**config.mk**
```make
export PLATFORM = sky130hd
export DESIGN_NAME = ctl_ls_classifier
export DESIGN_NICKNAME = d
export VERILOG_FILES = /design/src/rtl/ctl_ls_pkg.sv /design/src/rtl/ctl_ls_regs.sv /design/src/rtl/ctl_ls_timer.sv /design/src/rtl/ctl_ls_judge.sv /design/src/rtl/ctl_ls_pattern.sv /design/src/rtl/ctl_ls_classifier.sv
export SDC_FILE = /design/constraint.sdc
export NUM_CORES = 1
export LEC_CHECK = 0
export ABC_AREA = 1
export BUFFER_PORTS_ARGS = -buffer_cell sky130_fd_sc_hd__buf_4
export CORE_ASPECT_RATIO = 0.75
export CORE_MARGIN = 2
export CORE_UTILIZATION = 50
export DETAILED_ROUTE_END_ITERATION = 16
export GPL_TIMING_DRIVEN = 0
export PLACE_DENSITY_LB_ADDON = 0.2
export REMOVE_ABC_BUFFERS = 1
export SLEW_MARGIN = 5
export SYNTH_ARGS = -nofsm -noshare
export SYNTH_HDL_FRONTEND = slang
export SYNTH_SLANG_ARGS = --single-unit
export TNS_END_PERCENT = 50
```
**constraint.sdc**
```tcl
create_clock -name clk -period 2.1 [get_ports clk]
set_clock_uncertainty 0.2 [all_clocks]
set_input_delay 0.525 -clock clk [delete_from_list [all_inputs] [get_ports clk]]
set_output_delay 0.525 -clock clk [all_outputs]
set_load 0.02 [all_outputs]
```
**src/rtl/ctl_ls_pkg.sv**
```systemverilog
package ctl_ls_pkg;
  localparam int ADDR_W = 3;

  typedef enum logic [ADDR_W-1:0] {
    A_FWD_ONE  = 3'd0,
    A_FWD_ZERO = 3'd1,
    A_REV_ZERO = 3'd2,
    A_REV_ONE  = 3'd3,
    A_PATTERN  = 3'd4,
    A_STATUS   = 3'd5
  } reg_addr_e;

  localparam int NUM_THR   = 4;
  localparam int READY_BIT = 1;
endpackage

```
**src/rtl/ctl_ls_regs.sv**
```systemverilog
module ctl_ls_regs
  import ctl_ls_pkg::*;
#(
  parameter int THR_W = 12,
  parameter int PAT_W = 8
) (
  input  logic              clk,
  input  logic              rst_n,
  input  logic              wr,
  input  logic [ADDR_W-1:0] addr,
  input  logic [THR_W-1:0]  wdata,
  input  logic              dir_rev,
  input  logic [PAT_W-1:0]  pattern,
  input  logic              ready,
  output logic [THR_W-1:0]  rdata,
  output logic [THR_W-1:0]  thr_one,
  output logic [THR_W-1:0]  thr_zero
);
  logic [THR_W-1:0] thr_q [NUM_THR];

  for (genvar g = 0; g < NUM_THR; g++) begin : g_thr
    always_ff @(posedge clk or negedge rst_n) begin
      if (!rst_n)
        thr_q[g] <= '0;
      else if (wr && addr == ADDR_W'(g))
        thr_q[g] <= wdata;
    end
  end

  always_comb begin
    if (dir_rev) begin
      thr_one  = thr_q[A_REV_ONE];
      thr_zero = thr_q[A_REV_ZERO];
    end else begin
      thr_one  = thr_q[A_FWD_ONE];
      thr_zero = thr_q[A_FWD_ZERO];
    end
  end

  always_comb begin
    rdata = '0;
    case (addr)
      A_FWD_ONE:  rdata = thr_q[A_FWD_ONE];
      A_FWD_ZERO: rdata = thr_q[A_FWD_ZERO];
      A_REV_ZERO: rdata = thr_q[A_REV_ZERO];
      A_REV_ONE:  rdata = thr_q[A_REV_ONE];
      A_PATTERN:  rdata = THR_W'(pattern);
      A_STATUS:   rdata[READY_BIT] = ready;
      default:    rdata = '0;
    endcase
  end
endmodule

```
**src/rtl/ctl_ls_timer.sv**
```systemverilog
module ctl_ls_timer #(
  parameter int CNT_W = 16
) (
  input  logic             clk,
  input  logic             rst_n,
  input  logic             pulse_in,
  input  logic             tick_en,
  output logic             rise,
  output logic             fall,
  output logic [CNT_W-1:0] cnt
);
  localparam logic [CNT_W-1:0] CNT_MAX = '1;

  logic pulse_q;

  always_ff @(posedge clk or negedge rst_n) begin
    if (!rst_n) pulse_q <= 1'b0;
    else        pulse_q <= pulse_in;
  end

  assign rise = pulse_in & ~pulse_q;
  assign fall = ~pulse_in & pulse_q;

  always_ff @(posedge clk or negedge rst_n) begin
    if (!rst_n)
      cnt <= '0;
    else if (rise)
      cnt <= '0;
    else if (pulse_in && tick_en && cnt != CNT_MAX)
      cnt <= cnt + 1'b1;
  end
endmodule

```
**src/rtl/ctl_ls_judge.sv**
```systemverilog
module ctl_ls_judge #(
  parameter int THR_W = 12
) (
  input  logic             clk,
  input  logic             rst_n,
  input  logic             rise,
  input  logic             fall,
  input  logic [THR_W-1:0] hi_time,
  input  logic [THR_W-1:0] thr_one,
  input  logic [THR_W-1:0] thr_zero,
  input  logic             prev_bit,
  output logic             decide,
  output logic             result
);
  logic long_q, short_q, meas_q;

  // Set/reset latches: set by the falling-edge comparison, reset once used.
  always_ff @(posedge clk or negedge rst_n) begin
    if (!rst_n) begin
      long_q  <= 1'b0;
      short_q <= 1'b0;
      meas_q  <= 1'b0;
    end else if (fall) begin
      long_q  <= (hi_time >= thr_one);
      short_q <= (hi_time <= thr_zero);
      meas_q  <= 1'b1;
    end else if (rise) begin
      long_q  <= 1'b0;
      short_q <= 1'b0;
      meas_q  <= 1'b0;
    end
  end

  assign decide = rise & meas_q;

  always_comb begin
    if (long_q)       result = 1'b1;
    else if (short_q) result = 1'b0;
    else              result = prev_bit;
  end
endmodule

```
**src/rtl/ctl_ls_pattern.sv**
```systemverilog
module ctl_ls_pattern #(
  parameter int PAT_W = 8
) (
  input  logic             clk,
  input  logic             rst_n,
  input  logic             decide,
  input  logic             result,
  input  logic             rd_clear,
  output logic [PAT_W-1:0] pattern,
  output logic             ready
);
  localparam int SC_W = (PAT_W > 1) ? $clog2(PAT_W) : 1;
  localparam logic [SC_W-1:0] SC_LAST = SC_W'(PAT_W - 1);

  logic [SC_W-1:0] sc_q;

  always_ff @(posedge clk or negedge rst_n) begin
    if (!rst_n)
      pattern <= '0;
    else if (decide)
      pattern <= {pattern[PAT_W-2:0], result};
  end

  always_ff @(posedge clk or negedge rst_n) begin
    if (!rst_n) begin
      sc_q  <= '0;
      ready <= 1'b0;
    end else if (rd_clear) begin
      sc_q  <= decide ? SC_W'(1) : '0;
      ready <= 1'b0;
    end else if (decide) begin
      if (sc_q == SC_LAST) begin
        sc_q  <= '0;
        ready <= 1'b1;
      end else begin
        sc_q <= sc_q + 1'b1;
      end
    end
  end
endmodule

```
**src/rtl/ctl_ls_classifier.sv**
```systemverilog
module ctl_ls_classifier
  import ctl_ls_pkg::*;
#(
  parameter int CNT_W = 16,
  parameter int THR_W = 12,
  parameter int PAT_W = 8
) (
  input  logic              clk,
  input  logic              rst_n,
  input  logic              reg_wr,
  input  logic              reg_rd,
  input  logic [ADDR_W-1:0] reg_addr,
  input  logic [THR_W-1:0]  reg_wdata,
  output logic [THR_W-1:0]  reg_rdata,
  input  logic              ctl_pulse,
  input  logic              dir_rev,
  input  logic              tick_en
);
  logic             tmr_rise, tmr_fall, jd_decide, jd_result, pat_ready, pat_clr;
  logic [CNT_W-1:0] tmr_cnt;
  logic [THR_W-1:0] act_one, act_zero;
  logic [PAT_W-1:0] pat_q;

  assign pat_clr = reg_rd && (reg_addr == A_PATTERN);

  ctl_ls_regs #(.THR_W(THR_W), .PAT_W(PAT_W)) u_regs (
    .clk(clk), .rst_n(rst_n), .wr(reg_wr), .addr(reg_addr), .wdata(reg_wdata),
    .dir_rev(dir_rev), .pattern(pat_q), .ready(pat_ready), .rdata(reg_rdata),
    .thr_one(act_one), .thr_zero(act_zero)
  );

  ctl_ls_timer #(.CNT_W(CNT_W)) u_timer (
    .clk(clk), .rst_n(rst_n), .pulse_in(ctl_pulse), .tick_en(tick_en),
    .rise(tmr_rise), .fall(tmr_fall), .cnt(tmr_cnt)
  );

  ctl_ls_judge #(.THR_W(THR_W)) u_judge (
    .clk(clk), .rst_n(rst_n), .rise(tmr_rise), .fall(tmr_fall),
    .hi_time(tmr_cnt[CNT_W-1 -: THR_W]), .thr_one(act_one), .thr_zero(act_zero),
    .prev_bit(pat_q[0]), .decide(jd_decide), .result(jd_result)
  );

  ctl_ls_pattern #(.PAT_W(PAT_W)) u_pattern (
    .clk(clk), .rst_n(rst_n), .decide(jd_decide), .result(jd_result),
    .rd_clear(pat_clr), .pattern(pat_q), .ready(pat_ready)
  );
endmodule

```
=== After elaboration in Yosys (flattened, before gate mapping) ===
Cells that the tools add are included.

* Register bits after elaboration: 80
* Input bits: 22
* Output and inout bits: 12

* Add/subtract/negate cells: 2
* $lt $le $gt $ge: 2
* Equality and inequality tests: 7
* Mux-type cells: 20
* Bitwise gates (word level): 5
* Reduce and logical (&&, ||, !) cells: 15

{| class="wikitable"
|+ Operator list
! cell !! count
|-
| 10-bit one-hot mux with 5 select lines || 1
|-
| 16-bit two-way mux || 2
|-
| 12-bit two-way mux || 2
|-
| 16-bit by 1-bit adder with 16-bit output, second input constant || 1
|-
| 16-bit inequality test, second input constant || 1
|-
| 12-bit greater-or-equal comparator || 1
|-
| 12-bit <= comparator || 1
|-
| 1-bit two-way mux || 10
|-
| 2-bit nonzero test || 5
|-
| 3-bit equality test, second input constant || 3
|-
| 3-bit two-way mux || 3
|-
| 1-bit logical AND || 7
|-
| 3-bit by 2-bit equality test with 1-bit output, second input constant || 2
|-
| 1-bit one-hot mux with 6 select lines || 1
|-
| 1-bit one-hot mux with 5 select lines || 1
|-
| 2-bit AND reduction || 2
|-
| 3-bit by 1-bit adder with 3-bit output, second input constant || 1
|-
| 1-bit bitwise AND || 3
|-
| 3-bit by 1-bit equality test with 1-bit output, second input constant || 1
|-
| 3-bit zero test || 1
|-
| 1-bit NOT || 2
|}

=== Longest topological paths before layout ===
Gate-level depths: netlist of the first run.

* Depth after elaboration: 5
* Gate-level depth with buffers: 14
* Gate-level depth less buffers: 13

=== Modules after synthesis ===
Synthesis of the first run repeated with hierarchy kept, for this count alone.

* Cells, all modules: 674
* Area, all modules: 5086.1 um^2

{| class="wikitable"
|+ Modules (own cells, without submodules)
! module !! times used !! cells an instance !! area an instance (um^2)
|-
| ctl_ls_regs || 1 || 342 || 2690.1
|-
| ctl_ls_timer || 1 || 153 || 1073.5
|-
| ctl_ls_judge || 1 || 123 || 814.5
|-
| ctl_ls_pattern || 1 || 51 || 486.7
|-
| ctl_ls_classifier || 1 || 5 || 21.3
|}

=== Worst setup path before layout of the first run ===
No wires, ideal clock.

* Path type: input port to flip-flop
* From: input dir_rev
* To: register u_judge.long_q
* Setup time: 0.116 ns
* Arrival time: 1.994 ns
* Data required time: 1.784 ns
* Setup slack: -0.210 ns
* Stages on the path: 11
* Path through: clkbuf_1 > buf_2 > mux2i_1 > ha_1 > nand2_1 > nor2_1 > and2_1 > nand2_1 > nand4_1 > nand2_1 > nand2_1

* Word-level cells in the longest chain between the ends: 3

{| class="wikitable"
|+ RTL lines
! element !! line !! text
|-
| start: declaration || ctl_ls_classifier.sv:16 || <nowiki>input logic dir_rev,</nowiki>
|-
| 12-bit two-way mux || ctl_ls_regs.sv:31 || <nowiki>if (dir_rev) begin</nowiki>
|-
| 12-bit greater-or-equal comparator || ctl_ls_judge.sv:24 || <nowiki>long_q <= (hi_time >= thr_one);</nowiki>
|-
| 1-bit two-way mux || ctl_ls_judge.sv:23 || <nowiki>end else if (fall) begin</nowiki>
|-
| end signal: assignment || ctl_ls_judge.sv:24 ||
|-
| end: declaration || ctl_ls_judge.sv:15 || <nowiki>logic long_q, short_q, meas_q;</nowiki>
|}

Every way passes these cells.
A chain may end at the register's enable or synchronous reset.

=== Final worst setup path of the first run ===
* From: input reg_addr[0]
* To: output reg_rdata[10]

* Word-level cells in the longest chain between the ends: 2
* Elaborated cells between the ends (all ways): 6
* Those cells by class: 4 x eq/ne; 1 x mux; 1 x reduce/logical

{| class="wikitable"
|+ RTL lines
! element !! line !! text
|-
| start: declaration || ctl_ls_classifier.sv:12 || <nowiki>input logic [ADDR_W-1:0] reg_addr,</nowiki>
|-
| 3-bit equality test, or another cell as far along || ctl_ls_regs.sv:42 || <nowiki>case (addr)</nowiki>
|-
| 10-bit one-hot mux with 5 select lines * || ctl_ls_regs.sv:42 ||
|-
| end: declaration || ctl_ls_classifier.sv:14 || <nowiki>output logic [THR_W-1:0] reg_rdata,</nowiki>
|}

Every way passes the cells marked *; elsewhere a longest branch is shown, timed or not.

==> summary.txt, run 1 <==
Route
  • WL final: 11700 um
  • Vias: approximately 4200
  • Drt first pass iters: 5
  • Number of vias per cell: 5.30
  • Initial DRC count: around 330
  • Antenna-violating nets left: 0
  • Wirelength per Cell: 15.0 um
  • Drc violations: 0

Logic synthesis
  • Top cells by area, synth: dfrtp_1 43%, nand2_1 18%, ha_1 7.8%, o21ai_0 7.7%, inv_1 5.5%
  • Syn_area_per_cell: between 7 and 8 um^2
  • Cell taking the most area after synthesis: dfrtp_1
  • Register area share after synthesis: 42.9%
  • Top-area cell type share of the netlist area: 42.9%
  • Yosys reg bits: 80
  • Cell Area, Synth: 4670 um^2
  • Yosys warnings: 0
  • Synth cell types: 31
  • Post-Synthesis Cells: 610

Critical path
  • Critical path class: in -> out
  • CP Max Fanout: 6
  • Crit-path leading delay family: buffers and inverters
  • CP Data Arrival Time: 1.52 ns
  • Worst Setup Start Kind: input port
  • Buf/Inv on CP: 6
  • Max stage delay cell, worst path: buf_4
  • Ordered list of cells on the worst path: buf_12 -> clkinv_8 -> nor2_4 -> nand2_2 -> clkinvlp_4 -> buf_6 -> buf_8 -> nand2_4 -> o2111ai_2 -> buf_4
  • Element type at the critical path end: primary output
  • Required @ worst endpoint: approximately 1.4 ns
  • Worst path max stage delay: 0.18 ns

Power
  • Power Density: about 800 nW/um^2
  • Worst VDD drop: 498 uV
  • Leakage: 0.00289 uW

GRT
  • Vias in the first global route: 3916
  • GRT busiest layer: met2
  • Antenna violations before repair: 0
  • Total track usage: about a quarter
  • Met3 Usage GRT: 6.16%
  • Pin count of the biggest net entering global routing: 81
  • Grt ovf: 0
  • Met2 Use GR: 38.6%
  • Global-route wire length before repair: 19300 um
  • GR Layer Usage met1: 34.0%

Placement
  • Port Buffers: 33
  • Dpl hpwl: 7810 um
  • Placed cell areas: 4990 um^2
  • Routability cong.: 0.876

Finish
  • Most common cell after layout, fill and taps aside: nand2_1
  • Diodes inserted: 0
  • Most frequent cells in the layout: 205 x nand2_1, 80 x dfrtp_1, 70 x o21ai_0, 61 x inv_1, 36 x buf_4
  • Design Area, Final: 5640 um^2
  • Share of layout cells above drive strength 1: roughly 16%
  • Syn-to-layout area delta: 20.7%
  • FILL cells: 787
  • Nets@finish: 702

Timing
  • Worst hold slack: ~0.12 ns
  • Finish-stage setup viols: 12
  • Crit share post-route: 107%
  • Final-report max-slew violation count: 0
  • Worst Tran Pin Value: 1.04 ns
  • Final hold violation count: 0
  • Fmax: between 400 and 500 MHz
  • Worst setup margin: -0.141 ns
  • Max-Slew Margin vs Limit: 30.9%
  • RSZ-0062 raised after global routing: yes
  • Period minus WS final: about 2.2 ns

Clock network
  • CTS tree: built
  • Reg clk slew, reported paths: 0.06 ns
  • Clk_lat worst skew: 0.34 ns
  • CTS Hold Bufs: 0
  • Clk buf depth: 2
  • CTS Sinks: 80
  • H-Tree Depth: 3
  • CTS Buf Count: 9
  • Root buffer cell: clkbuf_16

Floorplan
  • Core Area: 9050 um^2
  • Boundary Pins: 34
  • Die Area: 10100 um^2
  • DIE WIDTH: 116 um
  • Rows: 30
  • Starting Density: 51.6%
  • Die H: slightly below 90 um

Status
  • Failing checks: setup timing
  • Status: complete, but fails checks

Job
  • MaxCap Viol Count: 0

Hold path
  • Hold Crit Class: in -> reg
[worst register-to-register path, cell delays in order, from the launching register on]
cell and delay (ns):
dfrtp_1 0.41, ha_1 0.27, inv_1 0.08, nor2_2 0.05, nand2_2 0.11, nor2_4 0.06
nor2_4 0.36, nor2_8 0.12, nand2_1 0.09, o21ai_0 0.08
[registers in the layout, summed over array words and instances, names as in the netlist]
register	count
u_regs.thr_q	48
u_pattern.ready	1
u_judge.long_q	1
u_timer.pulse_q	1
u_judge.meas_q	1
u_pattern.pattern	8
u_pattern.sc_q	3
u_timer.cnt	16
u_judge.short_q	1
[power breakdown]
part / internal [uW] / switching [uW] / total [uW]
Sequential: 1810 / 209 / 2020
Clock: 866 / 640 / 1510
Combinational: 383 / 544 / 926
[worst paths after layout]
| path | from | slack, ns | cells after the start | end |
|---|---|---|---|---|
| worst min-delay path | ctl_pulse | 0.12 | 1 | u_timer.pulse_q |
| max in group asynchronous | rst_n | 0.87 | 1 | u_judge.meas_q |
| worst min register to register | u_judge.long_q | 0.28 | 2 | u_judge.long_q |
| min in group asynchronous | rst_n | 0.16 | 1 | u_timer.cnt[12] |
| worst max register to register | u_timer.cnt[0] | 0.14 | 9 | u_timer.cnt[8] |
| worst max-delay path | reg_addr[0] | -0.14 | 10 | reg_rdata[10] |
[per-layer routing]
layer / vias up / part of all wire (%)
met1: 1947 / 46
met4: 0 / 2.0
li1: 2065 / -
met5: - / 0
met2: 122 / 45
met3: 20 / 6.8
[cell families (layout without fill, tap and decap cells)]
family / after synthesis / after routing / synth area share, %
and+or+nand+nor: 291 / 291 / 25.8
AOI/OAI and AO/OA: 103 / 103 / 12.3
buffers and inverters: 89 / 135 / 7.50
DFF: 80 / 80 / 42.9
adders and majority gates: 29 / 29 / 7.77
muxes: 14 / 14 / 3.05
xor gates and xnor gates: 4 / 4 / 0.750
[cells in the mapped netlist (all sizes together)]
| library cell | n |
|---|---|
| o2111ai | 4 |
| or2 | 1 |
| nand3b | 1 |
| a31oi | 2 |
| o21bai | 4 |
| a22oi | 4 |
| nand2 | 220 |
| and2 | 1 |
| o22ai | 1 |
| inv | 70 |
| nand4 | 17 |
| a21o | 3 |
| dfrtp | 80 |
| mux2 | 2 |
| xor2 | 4 |
| buf | 5 |
| nand3 | 18 |
| a21oi | 9 |
| ha | 29 |
| o211ai | 3 |
| a22o | 1 |
| clkbuf | 14 |
| nor2 | 33 |
| mux2i | 12 |
| o21ai | 72 |
[cell type report]
type | count | area, um^2 | share of cell area, %
repair inverters | 1 | 6.26 | 0.111
clock buffers | 12 | 256 | 4.55
repair buffers | 48 | 429 | 7.61
flip-flops and latches | 80 | 2000 | 35.5
clock inverters | 4 | 28.8 | 0.510
inverters | 70 | 299 | 5.30
multi-input cells | 441 | 2460 | 43.6
well taps | 128 | 160 | 2.84
[per-stage QoR]
stage	util [%]	power (uW)	setup slack (ns)	instances	setup TNS (ns)
finish	62.3	4450	-0.141	784	-1.21
global route	62.3	4710	-0.176	784	-1.72
CTS	60.7	4420	-0.125	781	-1.21
detailed placement	55.2	2860	-0.423	752	-21.08
global placement	55.2	2820	-0.357	752	-18.34
floorplan	-	2540	0.0758	591	0
[what timing repair did]
item                       4_1_cts  5_1_grt
buffers inserted                12        3
pin swaps                       12       10
setup endpoints to repair       32       31
gates resized for setup         42       30
gates cloned                     1        0
(Power assumes the default switching activity.)
==> inputs of run 2 (changes only) <==
- clock period: 2.1 -> 2 ns (I/O delays scaled with it)
==> summary.txt, run 2 (synthesis gave the netlist of run 1 again) <==
Route
  • Wirelength per Cell: roughly 15 um
  • Vias: ~4200
  • Post-Route M1 WL: 5560 um
  • Drt first pass iters: 5
  • WL final: approximately 12000 um
  • Met2 wire len: 5340 um
  • WL met3: just over 700 um
  • Number of vias per cell: 5.30
  • Initial DRC count: 364
  • Top routing layer in use: met4
  • Drc violations: 0
  • Antenna-violating nets left: 0

Clock network
  • CTS Buf Count: 9
  • Clk_lat worst skew: 0.34 ns
  • Clk buf depth: 2
  • Root buffer cell: clkbuf_16
  • CTS tree: built
  • CTS Sinks: 80
  • H-Tree Depth: 3
  • CTS Hold Bufs: 0
  • Reg clk slew, reported paths: 0.06 ns

Placement
  • Routability cong.: 0.876
  • Placed cell areas: about 5000 um^2
  • Dpl hpwl: 7810 um
  • Port Buffers: 33

Status
  • Failing checks: setup timing
  • Status: complete, but fails checks

GRT
  • Total track usage: between 20% and 30%
  • Global-route wire length before repair: 19300 um
  • Grt ovf: 0
  • Antenna violations before repair: 0
  • Pin count of the biggest net entering global routing: 81
  • Vias in the first global route: 3929

Finish
  • Syn-to-layout area delta: 21.6%
  • Final core utilization: 62.8%
  • Largest register FFs: 48
  • Largest register by flop count: u_regs.thr_q
  • Share of layout cells above drive strength 1: 17.6%
  • Nets@finish: 704
  • Largest regs: u_regs.thr_q: 48 flops, u_timer.cnt: 16 flops, u_pattern.pattern: 8 flops
  • Design Area, Final: 5680 um^2
  • Most frequent cells in the layout: 204 x nand2_1, 76 x dfrtp_1, 68 x o21ai_0, 61 x inv_1, 36 x buf_4
  • Most common cell after layout, fill and taps aside: nand2_1
  • FILL cells: 779
  • Diodes inserted: 0

Power
  • Worst VDD drop: 529 uV
  • Power Density: approximately 830 nW/um^2
  • Leakage: 0.00289 uW

Hold path
  • Hold worst-path end: u_timer.pulse_q
  • Hold Path Cell Cnt: 1
  • Hold Crit Start: ctl_pulse
  • Hold Crit Class: in -> reg

Timing
  • Period minus WS final: 2.18 ns
  • Max-Slew Margin vs Limit: 32.2%
  • RSZ-0062 raised after global routing: yes
  • Finish-stage setup viols: 12
  • Fmax: roughly 460 MHz
  • Final-report max-slew violation count: 0
  • Crit share post-route: 109%
  • Final hold violation count: 0
  • Worst Tran Pin Value: around 1.0 ns
  • Worst setup margin: -0.175 ns

Critical path
  • Critical path launch point: reg_addr[0]
  • Setup slack, reg-to-reg: 0.13 ns
  • CP Data Arrival Time: 1.48 ns
  • Critical R2R Launch: u_timer.cnt[9]
  • Element type at the critical path end: primary output
  • RR Endpoint: u_timer.cnt[6]
  • CP Max Fanout: 6
  • Critical path class: in -> out
  • Worst Setup Start Kind: input port
  • Required @ worst endpoint: 1.30 ns
  • R2R depth: 9

Floorplan
  • Core Area: 9050 um^2
  • Die Area: 10100 um^2
  • DIE WIDTH: around 120 um
  • Rows: 30
  • Die H: a little under 90 um
  • Starting Density: 51.6%
  • Boundary Pins: 34

Job
  • MaxCap Viol Count: 0
## run 2: cell types whose count changed in the layout (fill, tap and decap cells not counted), moves of 2 or more
| cell | before | now |
|---|---|---|
| dfrtp_1 | 80 | 76 |
| dfrtp_2 | 0 | 4 |
| ha_1 | 29 | 27 |
| nand2_2 | 10 | 12 |
| o21ai_0 | 70 | 68 |
| o21ai_1 | 1 | 4 |
## run 2: worst max-delay path by stage
stage	to	slack, ns
3_3_place_gp	u_regs.thr_q[25]	-0.43
6_report	reg_rdata[10]	-0.18
5_1_grt	reg_rdata[10]	-0.22
3_5_place_dp	u_regs.thr_q[29]	-0.50
4_1_cts	reg_rdata[10]	-0.18
2_1_floorplan	reg_rdata[5]	0.03
## run 2: cell type report
type / count / area [um^2] / share of cell area [%]
clock inverters: 4 / 28.8 / 0.507
repair inverters: 1 / 6.26 / 0.110
well taps: 128 / 160 / 2.82
inverters: 70 / 295 / 5.20
multi-input cells: 442 / 2480 / 43.6
clock buffers: 12 / 256 / 4.52
repair buffers: 49 / 449 / 7.91
flip-flops and latches: 80 / 2010 / 35.3
## run 2: timing repair
item	CTS	global route
gates resized for setup	45	35
pin swaps	12	16
gates cloned	1	1
endpoints found under the setup margin	63	42
setup buffers	12	4
## run 2: critical path, cell delays in order
cell        delay, ns
buf_12           0.11
clkinv_8         0.04
nor2_4           0.03
nand2_2          0.08
clkinvlp_4       0.10
buf_6            0.15
buf_8            0.14
nand2_4          0.05
o2111ai_2        0.09
buf_4            0.18
## run 2: through the flow
step | hold WS (ns) | power [uW] | worst slack [ns] | setup TNS [ns] | std cells
after floorplan | 0.00441 | 2670 | 0.0258 | 0 | 591
after global placement | 0.259 | 2960 | -0.432 | -23.10 | 752
after detailed placement | 0.272 | 3010 | -0.498 | -25.90 | 752
after CTS | 0.0856 | 4650 | -0.175 | -1.81 | 781
after global routing | 0.0941 | 4960 | -0.216 | -2.34 | 786
final | 0.0948 | 4690 | -0.175 | -1.79 | 786
## run 2: power breakdown
group | total (uW) | leakage (uW) | switching (uW) | internal (uW)
combinational | 992 | 0.00173 | 580 | 411
sequential | 2120 | 0.00103 | 219 | 1900
clock | 1580 | 0.000135 | 674 | 909
## run 2: layer usage
metal | track usage, % | vias to the layer above
met5 | 0 | -
met1 | 34.0 | 1941
met4 | 7.89 | 0
met3 | 6.16 | 20
li1 | - | 2074
met2 | 38.8 | 132
